**src/rtl/wd_pkg.sv**
```systemverilog
package wd_pkg;

  typedef enum logic [1:0] {
    KIND_FRAG   = 2'b00,
    KIND_VERT   = 2'b01,
    KIND_WG     = 2'b10,
    KIND_WG_ALT = 2'b11
  } wave_kind_e;

endpackage

```
**src/rtl/wd_rr_pick.sv**
```systemverilog
module wd_rr_pick #(
  parameter int N = 4,
  localparam int IW = (N > 1) ? $clog2(N) : 1
) (
  input  logic [N-1:0]  elig,
  input  logic [IW-1:0] start,
  output logic          found,
  output logic [IW-1:0] idx
);

  // first eligible entry at or after start, wrapping
  always_comb begin
    found = 1'b0;
    idx   = '0;
    for (int i = 0; i < N; i++) begin
      int p;
      p = int'(start) + i;
      if (p >= N) p = p - N;
      if (!found && elig[p]) begin
        found = 1'b1;
        idx   = IW'(p);
      end
    end
  end

endmodule

```
**src/rtl/wd_simd_pick.sv**
```systemverilog
module wd_simd_pick #(
  parameter int SIMDS     = 4,
  parameter int MAX_WAVES = 10,
  parameter bit LEAST     = 1'b0,
  localparam int OCC_W  = $clog2(MAX_WAVES + 1),
  localparam int SIMD_W = (SIMDS > 1) ? $clog2(SIMDS) : 1
) (
  input  logic [SIMDS*OCC_W-1:0] occ,
  input  logic [SIMD_W-1:0]      start,
  output logic                   found,
  output logic [SIMD_W-1:0]      idx
);

  generate
    if (LEAST) begin : g_least
      // lowest occupancy among non-full SIMDs; ties go to the first seen from start
      logic [OCC_W-1:0] best;
      always_comb begin
        found = 1'b0;
        idx   = '0;
        best  = '0;
        for (int i = 0; i < SIMDS; i++) begin
          int p;
          logic [OCC_W-1:0] o;
          p = int'(start) + i;
          if (p >= SIMDS) p = p - SIMDS;
          o = occ[p*OCC_W +: OCC_W];
          if (o < OCC_W'(MAX_WAVES) && (!found || o < best)) begin
            found = 1'b1;
            idx   = SIMD_W'(p);
            best  = o;
          end
        end
      end
    end else begin : g_rotate
      logic [SIMDS-1:0] has_room;
      for (genvar s = 0; s < SIMDS; s++) begin : g_room
        assign has_room[s] = occ[s*OCC_W +: OCC_W] < OCC_W'(MAX_WAVES);
      end
      wd_rr_pick #(.N(SIMDS)) u_rr (
        .elig  (has_room),
        .start (start),
        .found (found),
        .idx   (idx)
      );
    end
  endgenerate

endmodule

```
**src/rtl/wd_occupancy.sv**
```systemverilog
module wd_occupancy #(
  parameter int NUM_CU    = 4,
  parameter int SIMDS     = 4,
  parameter int MAX_WAVES = 10,
  localparam int CU_W   = (NUM_CU > 1) ? $clog2(NUM_CU) : 1,
  localparam int SIMD_W = (SIMDS > 1) ? $clog2(SIMDS) : 1,
  localparam int OCC_W  = $clog2(MAX_WAVES + 1),
  localparam int SUM_W  = $clog2(SIMDS * MAX_WAVES + 1)
) (
  input  logic                          clk,
  input  logic                          rst_n,
  input  logic                          inc_valid,
  input  logic [CU_W-1:0]               inc_cu,
  input  logic [SIMD_W-1:0]             inc_simd,
  input  logic                          dec_valid,
  input  logic [CU_W-1:0]               dec_cu,
  input  logic [SIMD_W-1:0]             dec_simd,
  output logic [NUM_CU*SIMDS*OCC_W-1:0] occ_flat,
  output logic [NUM_CU*SIMDS-1:0]       simd_free,
  output logic [NUM_CU*SUM_W-1:0]       cu_free_sum
);

  generate
    for (genvar c = 0; c < NUM_CU; c++) begin : g_cu
      for (genvar s = 0; s < SIMDS; s++) begin : g_simd
        logic [OCC_W-1:0] cnt;
        logic             up;
        logic             down;

        assign up   = inc_valid && (inc_cu == CU_W'(c)) && (inc_simd == SIMD_W'(s));
        assign down = dec_valid && (dec_cu == CU_W'(c)) && (dec_simd == SIMD_W'(s))
                      && (cnt != '0);

        always_ff @(posedge clk or negedge rst_n) begin
          if (!rst_n)            cnt <= '0;
          else if (up && !down)  cnt <= cnt + 1'b1;
          else if (down && !up)  cnt <= cnt - 1'b1;
        end

        assign occ_flat[(c*SIMDS+s)*OCC_W +: OCC_W] = cnt;
        assign simd_free[c*SIMDS+s]                 = cnt < OCC_W'(MAX_WAVES);
      end

      logic [SUM_W-1:0] room;
      always_comb begin
        room = '0;
        for (int s = 0; s < SIMDS; s++) begin
          room = room + (SUM_W'(MAX_WAVES) - SUM_W'(occ_flat[(c*SIMDS+s)*OCC_W +: OCC_W]));
        end
      end
      assign cu_free_sum[c*SUM_W +: SUM_W] = room;
    end
  endgenerate

endmodule

```
**src/rtl/wave_dispatch.sv**
```systemverilog
module wave_dispatch #(
  parameter int NUM_CU    = 4,
  parameter int SIMDS     = 4,
  parameter int MAX_WAVES = 10,
  localparam int CU_W   = (NUM_CU > 1) ? $clog2(NUM_CU) : 1,
  localparam int SIMD_W = (SIMDS > 1) ? $clog2(SIMDS) : 1,
  localparam int WAVE_W = $clog2(SIMDS * MAX_WAVES + 1)
) (
  input  logic              clk,
  input  logic              rst_n,
  input  logic              req_valid,
  output logic              req_ready,
  input  logic [1:0]        req_kind,
  input  logic [WAVE_W-1:0] req_waves,
  output logic              grant_valid,
  output logic [CU_W-1:0]   grant_cu,
  output logic [SIMD_W-1:0] grant_simd,
  output logic              grant_last,
  input  logic              done_valid,
  input  logic [CU_W-1:0]   done_cu,
  input  logic [SIMD_W-1:0] done_simd
);
  import wd_pkg::*;

  localparam int OCC_W = $clog2(MAX_WAVES + 1);
  localparam int CNT_W = $clog2(SIMDS + 1);
  localparam int ROW_W = SIMDS * OCC_W;

  function automatic logic [CU_W-1:0] cu_after(input logic [CU_W-1:0] x);
    return (int'(x) == NUM_CU - 1) ? '0 : x + 1'b1;
  endfunction

  function automatic logic [SIMD_W-1:0] simd_after(input logic [SIMD_W-1:0] x);
    return (int'(x) == SIMDS - 1) ? '0 : x + 1'b1;
  endfunction

  // ---------------- request decode ----------------
  wave_kind_e  kind;
  logic        is_frag, is_vert, is_wg;
  logic [WAVE_W-1:0] eff_waves;

  assign kind      = wave_kind_e'(req_kind);
  assign is_frag   = (kind == KIND_FRAG);
  assign is_vert   = (kind == KIND_VERT);
  assign is_wg     = (kind == KIND_WG) || (kind == KIND_WG_ALT);
  assign eff_waves = (req_waves == '0) ? WAVE_W'(1) : req_waves;

  // ---------------- state ----------------
  logic              busy;
  logic [CU_W-1:0]   wg_cu;
  logic [WAVE_W-1:0] wg_left;
  logic [CU_W-1:0]   frag_cu;
  logic [CNT_W-1:0]  frag_cnt;
  logic [SIMD_W-1:0] frag_next;
  logic [CU_W-1:0]   vert_ptr;
  logic [CU_W-1:0]   wg_ptr;

  // ---------------- occupancy ----------------
  logic                          emit;
  logic [CU_W-1:0]               emit_cu;
  logic [SIMD_W-1:0]             emit_simd;
  logic [NUM_CU*ROW_W-1:0]       occ_flat;
  logic [NUM_CU*SIMDS-1:0]       simd_free;
  logic [NUM_CU*WAVE_W-1:0]      cu_free_sum;

  wd_occupancy #(.NUM_CU(NUM_CU), .SIMDS(SIMDS), .MAX_WAVES(MAX_WAVES)) u_occ (
    .clk         (clk),
    .rst_n       (rst_n),
    .inc_valid   (emit),
    .inc_cu      (emit_cu),
    .inc_simd    (emit_simd),
    .dec_valid   (done_valid),
    .dec_cu      (done_cu),
    .dec_simd    (done_simd),
    .occ_flat    (occ_flat),
    .simd_free   (simd_free),
    .cu_free_sum (cu_free_sum)
  );

  // ---------------- per-CU eligibility ----------------
  logic [NUM_CU-1:0] cu_any_room;
  logic [NUM_CU-1:0] cu_wg_fits;

  generate
    for (genvar c = 0; c < NUM_CU; c++) begin : g_elig
      assign cu_any_room[c] = |simd_free[c*SIMDS +: SIMDS];
      assign cu_wg_fits[c]  = cu_free_sum[c*WAVE_W +: WAVE_W] >= eff_waves;
    end
  endgenerate

  // ---------------- CU choice per kind ----------------
  logic            frag_hit, vert_hit, wg_hit;
  logic [CU_W-1:0] frag_sel, vert_sel, wg_sel;

  wd_rr_pick #(.N(NUM_CU)) u_frag_cu (
    .elig (cu_any_room), .start (frag_cu), .found (frag_hit), .idx (frag_sel)
  );
  wd_rr_pick #(.N(NUM_CU)) u_vert_cu (
    .elig (cu_any_room), .start (vert_ptr), .found (vert_hit), .idx (vert_sel)
  );
  wd_rr_pick #(.N(NUM_CU)) u_wg_cu (
    .elig (cu_wg_fits), .start (wg_ptr), .found (wg_hit), .idx (wg_sel)
  );

  // ---------------- SIMD choice ----------------
  logic [CU_W-1:0]   bal_cu;
  logic [ROW_W-1:0]  frag_row, bal_row;
  logic [SIMD_W-1:0] frag_start;
  logic              frag_simd_ok, bal_ok;
  logic [SIMD_W-1:0] frag_simd, bal_simd;

  assign bal_cu     = busy ? wg_cu : (is_wg ? wg_sel : vert_sel);
  assign frag_start = (frag_sel == frag_cu) ? frag_next : '0;

  always_comb begin
    frag_row = '0;
    bal_row  = '0;
    for (int c = 0; c < NUM_CU; c++) begin
      if (frag_sel == CU_W'(c)) frag_row = occ_flat[c*ROW_W +: ROW_W];
      if (bal_cu == CU_W'(c))   bal_row  = occ_flat[c*ROW_W +: ROW_W];
    end
  end

  wd_simd_pick #(.SIMDS(SIMDS), .MAX_WAVES(MAX_WAVES), .LEAST(1'b0)) u_frag_simd (
    .occ (frag_row), .start (frag_start), .found (frag_simd_ok), .idx (frag_simd)
  );
  wd_simd_pick #(.SIMDS(SIMDS), .MAX_WAVES(MAX_WAVES), .LEAST(1'b1)) u_bal_simd (
    .occ (bal_row), .start ('0), .found (bal_ok), .idx (bal_simd)
  );

  // ---------------- handshake ----------------
  logic can_take;
  logic accept;
  logic last_now;

  always_comb begin
    if (is_frag)      can_take = frag_hit && frag_simd_ok;
    else if (is_vert) can_take = vert_hit && bal_ok;
    else              can_take = wg_hit && bal_ok;
  end

  assign req_ready = !busy && can_take;
  assign accept    = req_valid && req_ready;
  assign emit      = accept || busy;
  assign emit_cu   = busy ? wg_cu : (is_frag ? frag_sel : bal_cu);
  assign emit_simd = (!busy && is_frag) ? frag_simd : bal_simd;
  assign last_now  = busy ? (wg_left == WAVE_W'(1)) : !(is_wg && eff_waves > WAVE_W'(1));

  // ---------------- grant register ----------------
  always_ff @(posedge clk or negedge rst_n) begin
    if (!rst_n) begin
      grant_valid <= 1'b0;
      grant_cu    <= '0;
      grant_simd  <= '0;
      grant_last  <= 1'b0;
    end else begin
      grant_valid <= emit;
      grant_cu    <= emit_cu;
      grant_simd  <= emit_simd;
      grant_last  <= emit && last_now;
    end
  end

  // ---------------- workgroup sequencing ----------------
  always_ff @(posedge clk or negedge rst_n) begin
    if (!rst_n) begin
      busy    <= 1'b0;
      wg_cu   <= '0;
      wg_left <= '0;
      wg_ptr  <= '0;
    end else if (busy) begin
      wg_left <= wg_left - 1'b1;
      if (wg_left == WAVE_W'(1)) busy <= 1'b0;
    end else if (accept && is_wg) begin
      wg_cu   <= wg_sel;
      wg_left <= eff_waves - 1'b1;
      busy    <= eff_waves > WAVE_W'(1);
      wg_ptr  <= cu_after(wg_sel);
    end
  end

  // ---------------- vertex rotation ----------------
  always_ff @(posedge clk or negedge rst_n) begin
    if (!rst_n)                  vert_ptr <= '0;
    else if (accept && is_vert)  vert_ptr <= cu_after(vert_sel);
  end

  // ---------------- fragment grouping ----------------
  logic [CNT_W-1:0] frag_cnt_n;
  assign frag_cnt_n = (frag_sel == frag_cu) ? frag_cnt + 1'b1 : CNT_W'(1);

  always_ff @(posedge clk or negedge rst_n) begin
    if (!rst_n) begin
      frag_cu   <= '0;
      frag_cnt  <= '0;
      frag_next <= '0;
    end else if (accept && is_frag) begin
      if (frag_cnt_n == CNT_W'(SIMDS)) begin
        frag_cu   <= cu_after(frag_sel);
        frag_cnt  <= '0;
        frag_next <= '0;
      end else begin
        frag_cu   <= frag_sel;
        frag_cnt  <= frag_cnt_n;
        frag_next <= simd_after(frag_simd);
      end
    end
  end

endmodule

```
**config.mk**
```make
export PLATFORM = sky130hd
export DESIGN_NAME = wave_dispatch
export DESIGN_NICKNAME = d
export VERILOG_FILES = /design/src/rtl/wd_pkg.sv /design/src/rtl/wd_rr_pick.sv /design/src/rtl/wd_simd_pick.sv /design/src/rtl/wd_occupancy.sv /design/src/rtl/wave_dispatch.sv
export SDC_FILE = /design/constraint.sdc
export NUM_CORES = 1
export LEC_CHECK = 0
export ABC_AREA = 1
export CAP_MARGIN = 0
export CORE_MARGIN = 3
export CORE_UTILIZATION = 55
export CTS_CLUSTER_DIAMETER = 50
export DETAILED_ROUTE_END_ITERATION = 6
export DONT_BUFFER_PORTS = 1
export PLACE_DENSITY = 0.7
export SLEW_MARGIN = 20
export SYNTH_ARGS = -nofsm -noshare
export SYNTH_HDL_FRONTEND = slang
export SYNTH_SLANG_ARGS = --single-unit
```
**constraint.sdc**
```tcl
create_clock -name clk -period 14.2 [get_ports clk]
set_input_delay 2.84 -clock clk [delete_from_list [all_inputs] [get_ports clk]]
set_output_delay 2.84 -clock clk [all_outputs]
set_load 0.02 [all_outputs]
```
==> summary.md, run 1 <==
| Metric | Value |
|---|---|
| Mapped Avg Cell Area | 7.55 um2 |
| Worst-case reg-to-reg path depth | 67 |
| Aggregate negative setup slack | 0 ns |
| Startpoint Class | register |
| Number of flip-flops under the largest register name | 64 |
| Depth of the worst hold-timing path | 2 |
| Number of nets in the synthesized netlist | 1,760 |
| Total half-perimeter wirelength after legalization and detailed placement | 25.0 mm |
| Most frequent cell on the critical path | sky130_fd_sc_hd__nand2_1 |
| Detailed-route DRC error count | 0 |
| Post-CTS Hold Fix Bufs | 0 |
| Largest register by flop count | u_occ.g_cu.g_simd.cnt |
| Largest stage delay, worst path | 0.57 ns |
| Worst r2r dst | u_occ.g_cu[3].g_simd[0].cnt[3] |
| Unrepaired setup endpoints after global routing | false |
| Total number of placement rows | 52 |
| Yosys warning total | 0 |
| Largest registers | u_occ.g_cu.g_simd.cnt: 64 flops, wg_left: 6 flops, frag_cnt: 3 flops |
| Area taken by multi-input logic gates | 8120 um2 |
| Share of the yosys chip area belonging to registers | 19.5% |
| Endpoint, Worst Hold | wg_cu[1] |
| Share of the cycle needed by the critical path after routing | 74.5% |
| Largest net degree at the start of global routing | 91 |
| Overall die area | 22,800 um2 |
| Total standard cell area after synthesis | 11,600 um2 |
| Final Slew Violations | 0 |
| Largest clock skew in the final design | 0.0110 ns |
| Layout Area Growth over Synthesis | 4.86% |
| Layout fillers | 1,929 |
| Number of input and output port buffers inserted | 0 |
| TritonCTS clock tree | yes |
| Fmax | 94.6 MHz |
| Predominant post-synthesis flop cell | sky130_fd_sc_hd__dfrtp_1 |
| Setup Buffers After CTS | 0 |
| Diodes inserted | 0 |
| GP Congestion | 0.953 |
| Chip width | 151 um |
| Proportion of layout cells with a drive suffix above 1 | 7.17% |
| Via density per instance | 5.45 |
| Status | finished, final reports clean |
| Clock latency at the later pin of the worst-skew pair | 0.37 ns |
| Number of distinct library cells after synthesis | 53 |
| Slew at the pin closest to its max-slew limit | 0.910 ns |
| Final critical path time including I/O delays and setup | 10.57 ns |
| Slowest stage cell, crit path | sky130_fd_sc_hd__dfrtp_1 |
| Number of failing setup endpoints in the final timing report | 0 |
| Clock net sink count | 90 |
| Internal reg-to-reg setup slack | 3.63 ns |
| Kind of path behind the tightest hold check | register to register |
| Core area | 20,400 um2 |
| Initial antenna violation count | 0 |
| Total via count after detailed routing | 9,827 |
| Critical path data arrival time | 10.81 ns |
| DRT iter0 DRCs | 809 |
| Layout Nets | 1,760 |
| Critical path peak fanout | 14 |
| Number of global-route vias before repair | 9,289 |
| Synth Register Bits | 90 |
| Min-delay src | wg_cu[1] |
| CP endpoint kind | register |
| Aggregate routed wire length | 30.3 mm |
| Type of the worst setup path | register to register |
| Htree depth | 3 |
| Overall track demand over capacity in global routing | 27.4% |
| Worst flop-to-flop path startpoint | u_occ.g_cu[3].g_simd[3].cnt[0] |
| Maxcap violations | 0 |
| Routed wire per std cell | 16.8 um |
| Cts bufs inserted | 9 |
| Number of top-level pins | 23 |
| Total congestion overflow | 0 |
| Headroom to the max-slew limit | 38.9% |
| Required time of the worst setup path | 14.44 ns |
| Register cell area after layout | 2250 um2 |
| First-pass iteration count of the detailed router | 6 |
| Clock tree root buffer cell | sky130_fd_sc_hd__clkbuf_16 |
| Effective utilization at floorplan | 56.5% |
| Number of flops mapped to enable cells by yosys | 0 |
| Gate count of the mapped netlist | 1,530 |
| Maximum number of buffers from clock root to sink | 2 |
| Clock transition at the registers of the reported paths | 0.07 ns |
| Leading cell type in the layout, fill and taps excluded | sky130_fd_sc_hd__inv_1 |
| Number of cells upsized or downsized after cts | 0 |
| Global-route wire length before repair | 48.3 mm |
| Commonest non-fill, non-tap cells in the layout | sky130_fd_sc_hd__inv_1 (272), sky130_fd_sc_hd__nand2_1 (260), sky130_fd_sc_hd__ha_1 (158) |
| Share of synthesized registers carrying an async set or reset | 100% |
| Antenna violation net count after detailed routing | 0 |
| Overall die height | 151 um |
| Hold violation total from the final report | 0 |
[cell type report]
cell class / count / area share [%]
Timing Repair Buffer: 1 / 0.0620
Multi-Input combinational cell: 1135 / 67.1
Clock buffer: 9 / 1.86
Sequential cell: 90 / 18.6
Tap cell: 270 / 2.79
Clock inverter: 6 / 0.547
Inverter: 293 / 9.08
[per-layer routing]
layer / GRT usage, % / wire length [um] / vias up
met3: 4.13 / 1740 / 51
met2: 43.9 / 13700 / 255
met1: 38.3 / 13900 / 4624
li1: - / - / 4897
met5: 0 / 0 / -
met4: 8.52 / 890 / 0
[worst max-delay path by stage]
stage / start / end / slack (ns) / depth (start not counted)
final: u_occ.g_cu[3].g_simd[3].cnt[0] / u_occ.g_cu[3].g_simd[0].cnt[3] / 3.63 / 67
after global routing: u_occ.g_cu[3].g_simd[2].cnt[0] / u_occ.g_cu[1].g_simd[0].cnt[3] / 2.64 / 67
after CTS: u_occ.g_cu[3].g_simd[2].cnt[0] / u_occ.g_cu[3].g_simd[0].cnt[3] / 3.68 / 67
after detailed placement: u_occ.g_cu[3].g_simd[2].cnt[0] / u_occ.g_cu[3].g_simd[0].cnt[3] / 3.74 / 67
after global placement: req_waves[4] / u_occ.g_cu[0].g_simd[0].cnt[3] / 3.90 / 59
after floorplan: req_waves[1] / u_occ.g_cu[3].g_simd[0].cnt[3] / 5.00 / 55
[critical path: cells and delay by family (launching register included)]
kind            cells  cell delay, ns
simple gates       38            3.49
flops               1            0.57
buf+inv             7            0.65
compound gates      8            1.49
xor+xnor            3            0.58
fa+ha+maj          11            3.60
[cells by family (layout without fill, tap and decap cells)]
kind of cell	Yosys count	after routing	share of synthesized area, %
AO/OA/AOI/OAI	237	237	12.3
buffers and inverters	305	309	10.2
adder cells (fa/ha/maj)	214	214	26.8
multiplexers	1	1	0.0867
XOR/XNOR	111	111	8.42
AND/OR/NAND/NOR	572	572	22.7
flip-flops	90	90	19.5
[synth_stat cells, drive strengths merged (2+ instances only)]
| cell | number | area [um2] |
|---|---|---|
| inv | 293 | 1100 |
| nand2 | 286 | 1220 |
| ha | 158 | 1980 |
| nor2 | 156 | 653 |
| o21ai | 115 | 602 |
| nand3 | 102 | 548 |
| dfrtp | 90 | 2250 |
| xor2 | 59 | 517 |
| a21oi | 56 | 303 |
| fa | 56 | 1120 |
| xnor2 | 52 | 455 |
| a211oi | 16 | 120 |
| nor3 | 14 | 100 |
| o211ai | 11 | 82.6 |
| buf | 10 | 67.6 |
| nand4 | 9 | 62.6 |
| o22ai | 8 | 50.1 |
| o221ai | 6 | 52.6 |
| a32oi | 4 | 35.0 |
| a21o | 3 | 22.5 |
| a22oi | 3 | 27.5 |
| a31oi | 3 | 18.8 |
| o21a | 3 | 30.0 |
| or2 | 3 | 18.8 |
| a21boi | 2 | 15.0 |
| clkbuf | 2 | 7.51 |
| o31ai | 2 | 20.0 |
[per-stage QoR]
stage / util, % / hold WS, ns / instance area [um2] / std cells / setup WS [ns]
2_1_floorplan: - / 0.443 / 11600 / 1530 / 5.00
4_1_cts: 59.3 / 0.485 / 12100 / 1804 / 3.68
3_5_place_dp: 57.9 / 0.469 / 11800 / 1789 / 3.74
5_1_grt: 59.3 / 0.538 / 12100 / 1804 / 2.64
6_report: 59.3 / 0.482 / 12100 / 1804 / 3.63
3_3_place_gp: 57.9 / 0.473 / 11800 / 1789 / 3.90
Power of run 1 is not shown: default switching activity piles up to over one toggle a cycle in this logic, so the estimate is an artifact.
==> run 2, diff against run 1 <==
clock period = 9.8 ns   (was 14.2 ns; I/O delays follow)
==> summary.md, run 2 (same netlist as run 1, synthesis figures left out) <==
| Metric | Value |
|---|---|
| Status | complete, but fails checks (was finished, final reports clean) |
| Violations in the final reports | design-rule violations |
| Number of flip-flops under the largest register name | 64 (unchanged) |
| Hold violation total from the final report | 0 (unchanged) |
| Most frequent cell on the critical path | sky130_fd_sc_hd__nand2_2 (was sky130_fd_sc_hd__nand2_1) |
| Layout fillers | 1,684 (was 1,929) |
| Area taken by multi-input logic gates | 9240 um2 (was 8120 um2) |
| Layout Nets | 1,889 (was 1,760) |
| Total half-perimeter wirelength after legalization and detailed placement | 25.9 mm (was 25.0 mm) |
| Routed wire per std cell | 17.6 um (was 16.8 um) |
| Largest registers | u_occ.g_cu.g_simd.cnt: 64 flops, wg_left: 6 flops, frag_cnt: 3 flops (unchanged) |
| Chip width | 151 um (unchanged) |
| Worst flop-to-flop path startpoint | u_occ.g_cu[3].g_simd[1].cnt[0] (was u_occ.g_cu[3].g_simd[3].cnt[0]) |
| Critical Path Sink | u_occ.g_cu[3].g_simd[2].cnt[3] (was u_occ.g_cu[3].g_simd[0].cnt[3]) |
| Via density per instance | 5.56 (was 5.45) |
| Launch point of the critical path | u_occ.g_cu[3].g_simd[1].cnt[0] (was u_occ.g_cu[3].g_simd[3].cnt[0]) |
| Worst-case reg-to-reg path depth | 69 (was 67) |
| Final cell utilization of the core | 69.7% (was 59.3%) |
| Largest register by flop count | u_occ.g_cu.g_simd.cnt (unchanged) |
| Cts bufs inserted | 9 (unchanged) |
| Number of global-route vias before repair | 10,200 (was 9,289) |
| Final critical path time including I/O delays and setup | 9.56 ns (was 10.57 ns) |
| Post-CTS Hold Fix Bufs | 0 (unchanged) |
| Htree depth | 3 (unchanged) |
| Largest net degree at the start of global routing | 91 (unchanged) |
| Number of input and output port buffers inserted | 0 (unchanged) |
| Total via count after detailed routing | 10,700 (was 9,827) |
| Total number of placement rows | 52 (unchanged) |
| Global-route wire length before repair | 50.9 mm (was 48.3 mm) |
| Maximum number of buffers from clock root to sink | 2 (unchanged) |
| Startpoint Class | register (unchanged) |
| Effective utilization at floorplan | 56.5% (unchanged) |
| Critical path peak fanout | 7 (was 14) |
| Critical path data arrival time | 9.80 ns (was 10.81 ns) |
| Worst r2r dst | u_occ.g_cu[3].g_simd[2].cnt[3] (was u_occ.g_cu[3].g_simd[0].cnt[3]) |
| Layout Area Growth over Synthesis | 23.3% (was 4.86%) |
| Largest stage delay, worst path | 0.50 ns (was 0.57 ns) |
| Headroom to the max-slew limit | 28.0% (was 38.9%) |
| Number of top-level pins | 23 (unchanged) |
| Final Slew Violations | 0 (unchanged) |
| Clock net sink count | 90 (unchanged) |
| Fmax | 105 MHz (was 94.6 MHz) |
| Initial antenna violation count | 1 (was 0) |
| Internal reg-to-reg setup slack | 0.24 ns (was 3.63 ns) |
| Worst slack at placement | -0.0460 ns (was 3.74 ns) |
| Antenna violation net count after detailed routing | 0 (unchanged) |
| Proportion of layout cells with a drive suffix above 1 | 25.7% (was 7.17%) |
| Largest clock skew in the final design | 0.00838 ns (was 0.0110 ns) |
| Type of the worst setup path | register to register (unchanged) |
| Slew at the pin closest to its max-slew limit | 1.07 ns (was 0.910 ns) |
| Aggregate negative setup slack | 0 ns (unchanged) |
| Kind of path behind the tightest hold check | register to register (unchanged) |
| Overall track demand over capacity in global routing | 28.7% (was 27.4%) |
| Core area | 20,400 um2 (unchanged) |
| Clock latency at the later pin of the worst-skew pair | 0.36 ns (was 0.37 ns) |
| Overall die area | 22,800 um2 (unchanged) |
| Register cell area after layout | 2260 um2 (was 2250 um2) |
| DRT iter0 DRCs | 781 (was 809) |
| Required time of the worst setup path | 10.04 ns (was 14.44 ns) |
| Detailed-route DRC error count | 1 (was 0) |
| Diodes inserted | 0 (unchanged) |
| GP Congestion | 0.973 (was 0.953) |
| CP endpoint kind | register (unchanged) |
| Slowest stage cell, crit path | sky130_fd_sc_hd__fa_1 (was sky130_fd_sc_hd__dfrtp_1) |
| Clock transition at the registers of the reported paths | 0.07 ns (about the same) |
| TritonCTS clock tree | yes (unchanged) |
| Total congestion overflow | 0 (unchanged) |
| Final Cell Area | 14,200 um2 (was 12,100 um2) |
| Unrepaired setup endpoints after global routing | true (was false) |
| Number of failing setup endpoints in the final timing report | 0 (unchanged) |
| Clock tree root buffer cell | sky130_fd_sc_hd__clkbuf_16 (unchanged) |
| Aggregate routed wire length | 34.1 mm (was 30.3 mm) |
| Share of the cycle needed by the critical path after routing | 97.6% (was 74.5%) |
| Setup slack of the critical path after layout | 0.236 ns (was 3.63 ns) |
| Maxcap violations | 0 (unchanged) |
| First-pass iteration count of the detailed router | 7 (was 6) |
| Overall die height | 151 um (unchanged) |
| Leading cell type in the layout, fill and taps excluded | sky130_fd_sc_hd__inv_1 (unchanged) |
| Cell area after placement | 12,500 um2 (was 11,800 um2) |
| Commonest non-fill, non-tap cells in the layout | sky130_fd_sc_hd__inv_1 (245), sky130_fd_sc_hd__nand2_1 (239), sky130_fd_sc_hd__buf_4 (124) (was sky130_fd_sc_hd__inv_1 (272), sky130_fd_sc_hd__nand2_1 (260), sky130_fd_sc_hd__ha_1 (158)) |
run 2: cell types whose count changed in the layout (fill, tap and decap cells not counted), sizes merged:
cell,before,now
clkinv,1,2
clkinvlp,3,1
buf,1,128
bufinv,1,0
clkbuf,9,12
nand2,286,287
run 2: metrics by stage:
step,std cells,hold WS [ns]
finish,1933,0.490
global route,1933,0.508
global placement,1879,0.469
CTS,1894,0.493
floorplan,1530,0.443
detailed placement,1879,0.475
run 2: worst min path at each step:
stage,endpoint,cells past startpoint,startpoint,slack (ns)
final,frag_cnt[1],2,frag_cnt[1],0.49
after detailed placement,frag_cnt[1],2,frag_cnt[1],0.47
after global placement,frag_cnt[1],2,frag_cnt[1],0.47
after floorplan,wg_cu[1],2,wg_cu[1],0.44
after CTS,frag_cnt[1],2,frag_cnt[1],0.49
after global routing,frag_cnt[1],2,frag_cnt[1],0.51
run 2: final cells by class:
class,count,share of cell area (%)
well taps,270,2.37
clock inverters,4,0.184
flip-flops and latches,90,15.9
multi-input cells,1136,64.9
inverters,293,7.84
clock buffers,11,1.77
repair buffers,129,7.09
run 2: repair_timing:
item                                    in CTS  in global routing
endpoints found under the setup margin      13                 55
gates resized for setup                      8                244
setup buffers                                0                 37
cloned                                       0                  2
pin swaps                                    0                111
run 2: worst max-delay path, delay by kind of cell, from the launching register on:
kind / cells / cell delay (ns)
flip-flops: 1 / 0.42
buffers and inverters: 11 / 0.76
AO/OA/AOI/OAI: 9 / 1.29
adder cells (fa/ha/maj): 11 / 3.52
XOR/XNOR: 3 / 0.46
AND/OR/NAND/NOR: 35 / 2.93
run 2: per-layer routing:
metal,up-vias,global-route usage [%],share of wire [%]
met5,-,0,0.038
met3,89,5.30,6.8
met1,5119,37.7,43
met4,2,9.43,3.4
met2,361,47.8,47
li1,5172,-,-
Power of run 2 is left out for the same reason.
==> run 3, diff against run 2 <==
CORE_UTILIZATION = 49   (was 55)
HOLD_SLACK_MARGIN = 0.15   (was not set)
PLACE_DENSITY = not set   (was 0.7)
==> summary.md, run 3 (same netlist as run 1, synthesis figures left out) <==
| Metric | Value |
|---|---|
| Kind of path behind the tightest hold check | register to register (unchanged) |
| Headroom to the max-slew limit | 29.8% (was 28.0%) |
| Number of global-route vias before repair | 10,100 (was 10,200) |
| Worst flop-to-flop path startpoint | u_occ.g_cu[0].g_simd[2].cnt[1] (was u_occ.g_cu[3].g_simd[1].cnt[0]) |
| Largest stage delay, worst path | 0.49 ns (was 0.50 ns) |
| Total half-perimeter wirelength after legalization and detailed placement | 27.2 mm (was 25.9 mm) |
| Cts bufs inserted | 9 (unchanged) |
| Critical path data arrival time | 9.71 ns (was 9.80 ns) |
| CP endpoint kind | register (unchanged) |
| Largest register by flop count | u_occ.g_cu.g_simd.cnt (unchanged) |
| Via density per instance | 5.26 (was 5.56) |
| Layout Nets | 1,950 (was 1,889) |
| Chip width | 160 um (was 151 um) |
| Final Slew Violations | 0 (unchanged) |
| Detailed-route DRC error count | 0 (was 1) |
| Leading cell type in the layout, fill and taps excluded | sky130_fd_sc_hd__inv_1 (unchanged) |
| Diodes inserted | 0 (unchanged) |
| Effective utilization at floorplan | 50.4% (was 56.5%) |
| TritonCTS clock tree | yes (unchanged) |
| Startpoint Class | register (unchanged) |
| Proportion of layout cells with a drive suffix above 1 | 27.6% (was 25.7%) |
| Maxcap violations | 0 (unchanged) |
| Overall die height | 160 um (was 151 um) |
| Htree depth | 3 (unchanged) |
| Global-route wire length before repair | 53.0 mm (was 50.9 mm) |
| Unrepaired setup endpoints after global routing | true (unchanged) |
| Layout fillers | 2,054 (was 1,684) |
| Type of the worst setup path | register to register (unchanged) |
| Placed Cells incl. Taps | 1,990 (was 1,879) |
| Initial antenna violation count | 0 (was 1) |
| Slew at the pin closest to its max-slew limit | 1.05 ns (was 1.07 ns) |
| Total congestion overflow | 0 (unchanged) |
| Number of flip-flops under the largest register name | 64 (unchanged) |
| Area taken by multi-input logic gates | 9100 um2 (was 9240 um2) |
| Largest net degree at the start of global routing | 91 (unchanged) |
| Routed wire per std cell | 16.9 um (was 17.6 um) |
| DRT iter0 DRCs | 711 (was 781) |
| Slowest stage cell, crit path | sky130_fd_sc_hd__fa_1 (unchanged) |
| GP Congestion | 0.925 (was 0.973) |
| Register cell area after layout | 2260 um2 (about the same) |
| Fmax | 106 MHz (was 105 MHz) |
| Largest clock skew in the final design | 0.0114 ns (was 0.00838 ns) |
| Total via count after detailed routing | 10,700 (about the same) |
| Worst-case reg-to-reg path depth | 70 (was 69) |
| Final Cell Area | 14,700 um2 (was 14,200 um2) |
| Internal reg-to-reg setup slack | 0.35 ns (was 0.24 ns) |
| Clock transition at the registers of the reported paths | 0.07 ns (about the same) |
| Min-delay src | frag_cnt[1] (unchanged) |
| Status | finished, final reports clean (was complete, but fails checks) |
| Hold violation total from the final report | 0 (unchanged) |
| Final Non-Filler Cells | 2,038 (was 1,933) |
| Antenna violation net count after detailed routing | 0 (unchanged) |
| Overall die area | 25,500 um2 (was 22,800 um2) |
| Worst r2r dst | u_occ.g_cu[2].g_simd[3].cnt[3] (was u_occ.g_cu[3].g_simd[2].cnt[3]) |
| Required time of the worst setup path | 10.07 ns (was 10.04 ns) |
| Clock latency at the later pin of the worst-skew pair | 0.36 ns (about the same) |
| Critical path peak fanout | 7 (unchanged) |
| Layout Area Growth over Synthesis | 27.0% (was 23.3%) |
| Clock net sink count | 90 (unchanged) |
| Endpoint, Worst Hold | frag_cnt[1] (unchanged) |
| Post-CTS Hold Fix Bufs | 0 (unchanged) |
| Number of input and output port buffers inserted | 0 (unchanged) |
| Final critical path time including I/O delays and setup | 9.45 ns (was 9.56 ns) |
| Overall track demand over capacity in global routing | 26.0% (was 28.7%) |
| Number of top-level pins | 23 (unchanged) |
| Number of failing setup endpoints in the final timing report | 0 (unchanged) |
| Total number of placement rows | 55 (was 52) |
| Maximum number of buffers from clock root to sink | 2 (unchanged) |
| Share of the cycle needed by the critical path after routing | 96.4% (was 97.6%) |
| Commonest non-fill, non-tap cells in the layout | sky130_fd_sc_hd__inv_1 (249), sky130_fd_sc_hd__nand2_1 (239), sky130_fd_sc_hd__buf_4 (183) (was sky130_fd_sc_hd__inv_1 (245), sky130_fd_sc_hd__nand2_1 (239), sky130_fd_sc_hd__buf_4 (124)) |
| Tightest hold margin | 0.497 ns (was 0.490 ns) |
| Cell area after placement | 13,100 um2 (was 12,500 um2) |
| Depth of the worst hold-timing path | 2 (unchanged) |
| Aggregate negative setup slack | 0 ns (unchanged) |
| Core area | 22,900 um2 (was 20,400 um2) |
| Aggregate routed wire length | 34.5 mm (was 34.1 mm) |
| Launch point of the critical path | u_occ.g_cu[0].g_simd[2].cnt[1] (was u_occ.g_cu[3].g_simd[1].cnt[0]) |
| Largest registers | u_occ.g_cu.g_simd.cnt: 64 flops, wg_left: 6 flops, frag_cnt: 3 flops (unchanged) |
| First-pass iteration count of the detailed router | 5 (was 7) |
| Most frequent cell on the critical path | sky130_fd_sc_hd__nand2_1 (was sky130_fd_sc_hd__nand2_2) |
| Clock tree root buffer cell | sky130_fd_sc_hd__clkbuf_16 (unchanged) |
-- run 3: cell count changes in the layout (fill, tap and decap cells not counted), moves of 4 or more --
cell,before,now
sky130_fd_sc_hd__nand3_2,17,23
sky130_fd_sc_hd__nor2_2,20,15
sky130_fd_sc_hd__buf_4,124,183
sky130_fd_sc_hd__inv_1,245,249
sky130_fd_sc_hd__nor2_1,117,123
sky130_fd_sc_hd__inv_2,42,37
sky130_fd_sc_hd__nand3_1,81,77
sky130_fd_sc_hd__ha_4,38,34
-- run 3: how the worst max path moves through the flow --
stage,endpoint,slack [ns],depth (start not counted)
floorplan,u_occ.g_cu[3].g_simd[0].cnt[3],0.71,65
global placement,u_occ.g_cu[0].g_simd[2].cnt[3],0.03,65
detailed placement,u_occ.g_cu[0].g_simd[2].cnt[3],-0.08,64
CTS,u_occ.g_cu[0].g_simd[1].cnt[3],0.001,69
global route,u_occ.g_cu[3].g_simd[1].cnt[3],-0.20,73
finish,u_occ.g_cu[2].g_simd[3].cnt[3],0.35,70
-- run 3: layout make-up --
| cell class | count | area share (%) |
|---|---|---|
| inverter | 293 | 7.64 |
| multi-input combinational | 1136 | 62.1 |
| clock inverter | 6 | 0.606 |
| clock buffer | 10 | 1.63 |
| tap | 313 | 2.67 |
| timing repair buffer | 190 | 9.99 |
| sequential | 90 | 15.4 |
-- run 3: worst max-delay path: cells and delay by family (launching register included) --
kind                       cells  cell delay, ns
adders and majority gates     11            3.34
and+or+nand+nor               36            3.27
buffers and inverters         13            1.10
AOI/OAI and AO/OA              8            0.89
DFF                            1            0.43
xor gates and xnor gates       2            0.33
-- run 3: metrics by stage --
| stage | utilization (%) | setup WS (ns) |
|---|---|---|
| floorplan | - | 0.707 |
| global placement | 57.1 | 0.0311 |
| detailed placement | 57.1 | -0.0827 |
| CTS | 58.8 | 0.000966 |
| global route | 64.0 | -0.203 |
| finish | 64.0 | 0.352 |
-- run 3: what timing repair did --
action / 4_1_cts / 5_1_grt
setup buffers: 5 / 29
pin swaps: 2 / 111
endpoints found under the setup margin: 16 / 49
resized for setup: 8 / 225
cloned: 0 / 1
-- run 3: routing by layer --
layer / up-vias / GRT usage [%] / routed length (um)
li1: 5290 / - / -
met1: 5098 / 36.8 / 15800
met2: 277 / 41.7 / 16100
met3: 56 / 2.47 / 1590
met4: 0 / 8.75 / 1010
met5: - / 0 / 0
Power of run 3 is left out for the same reason.
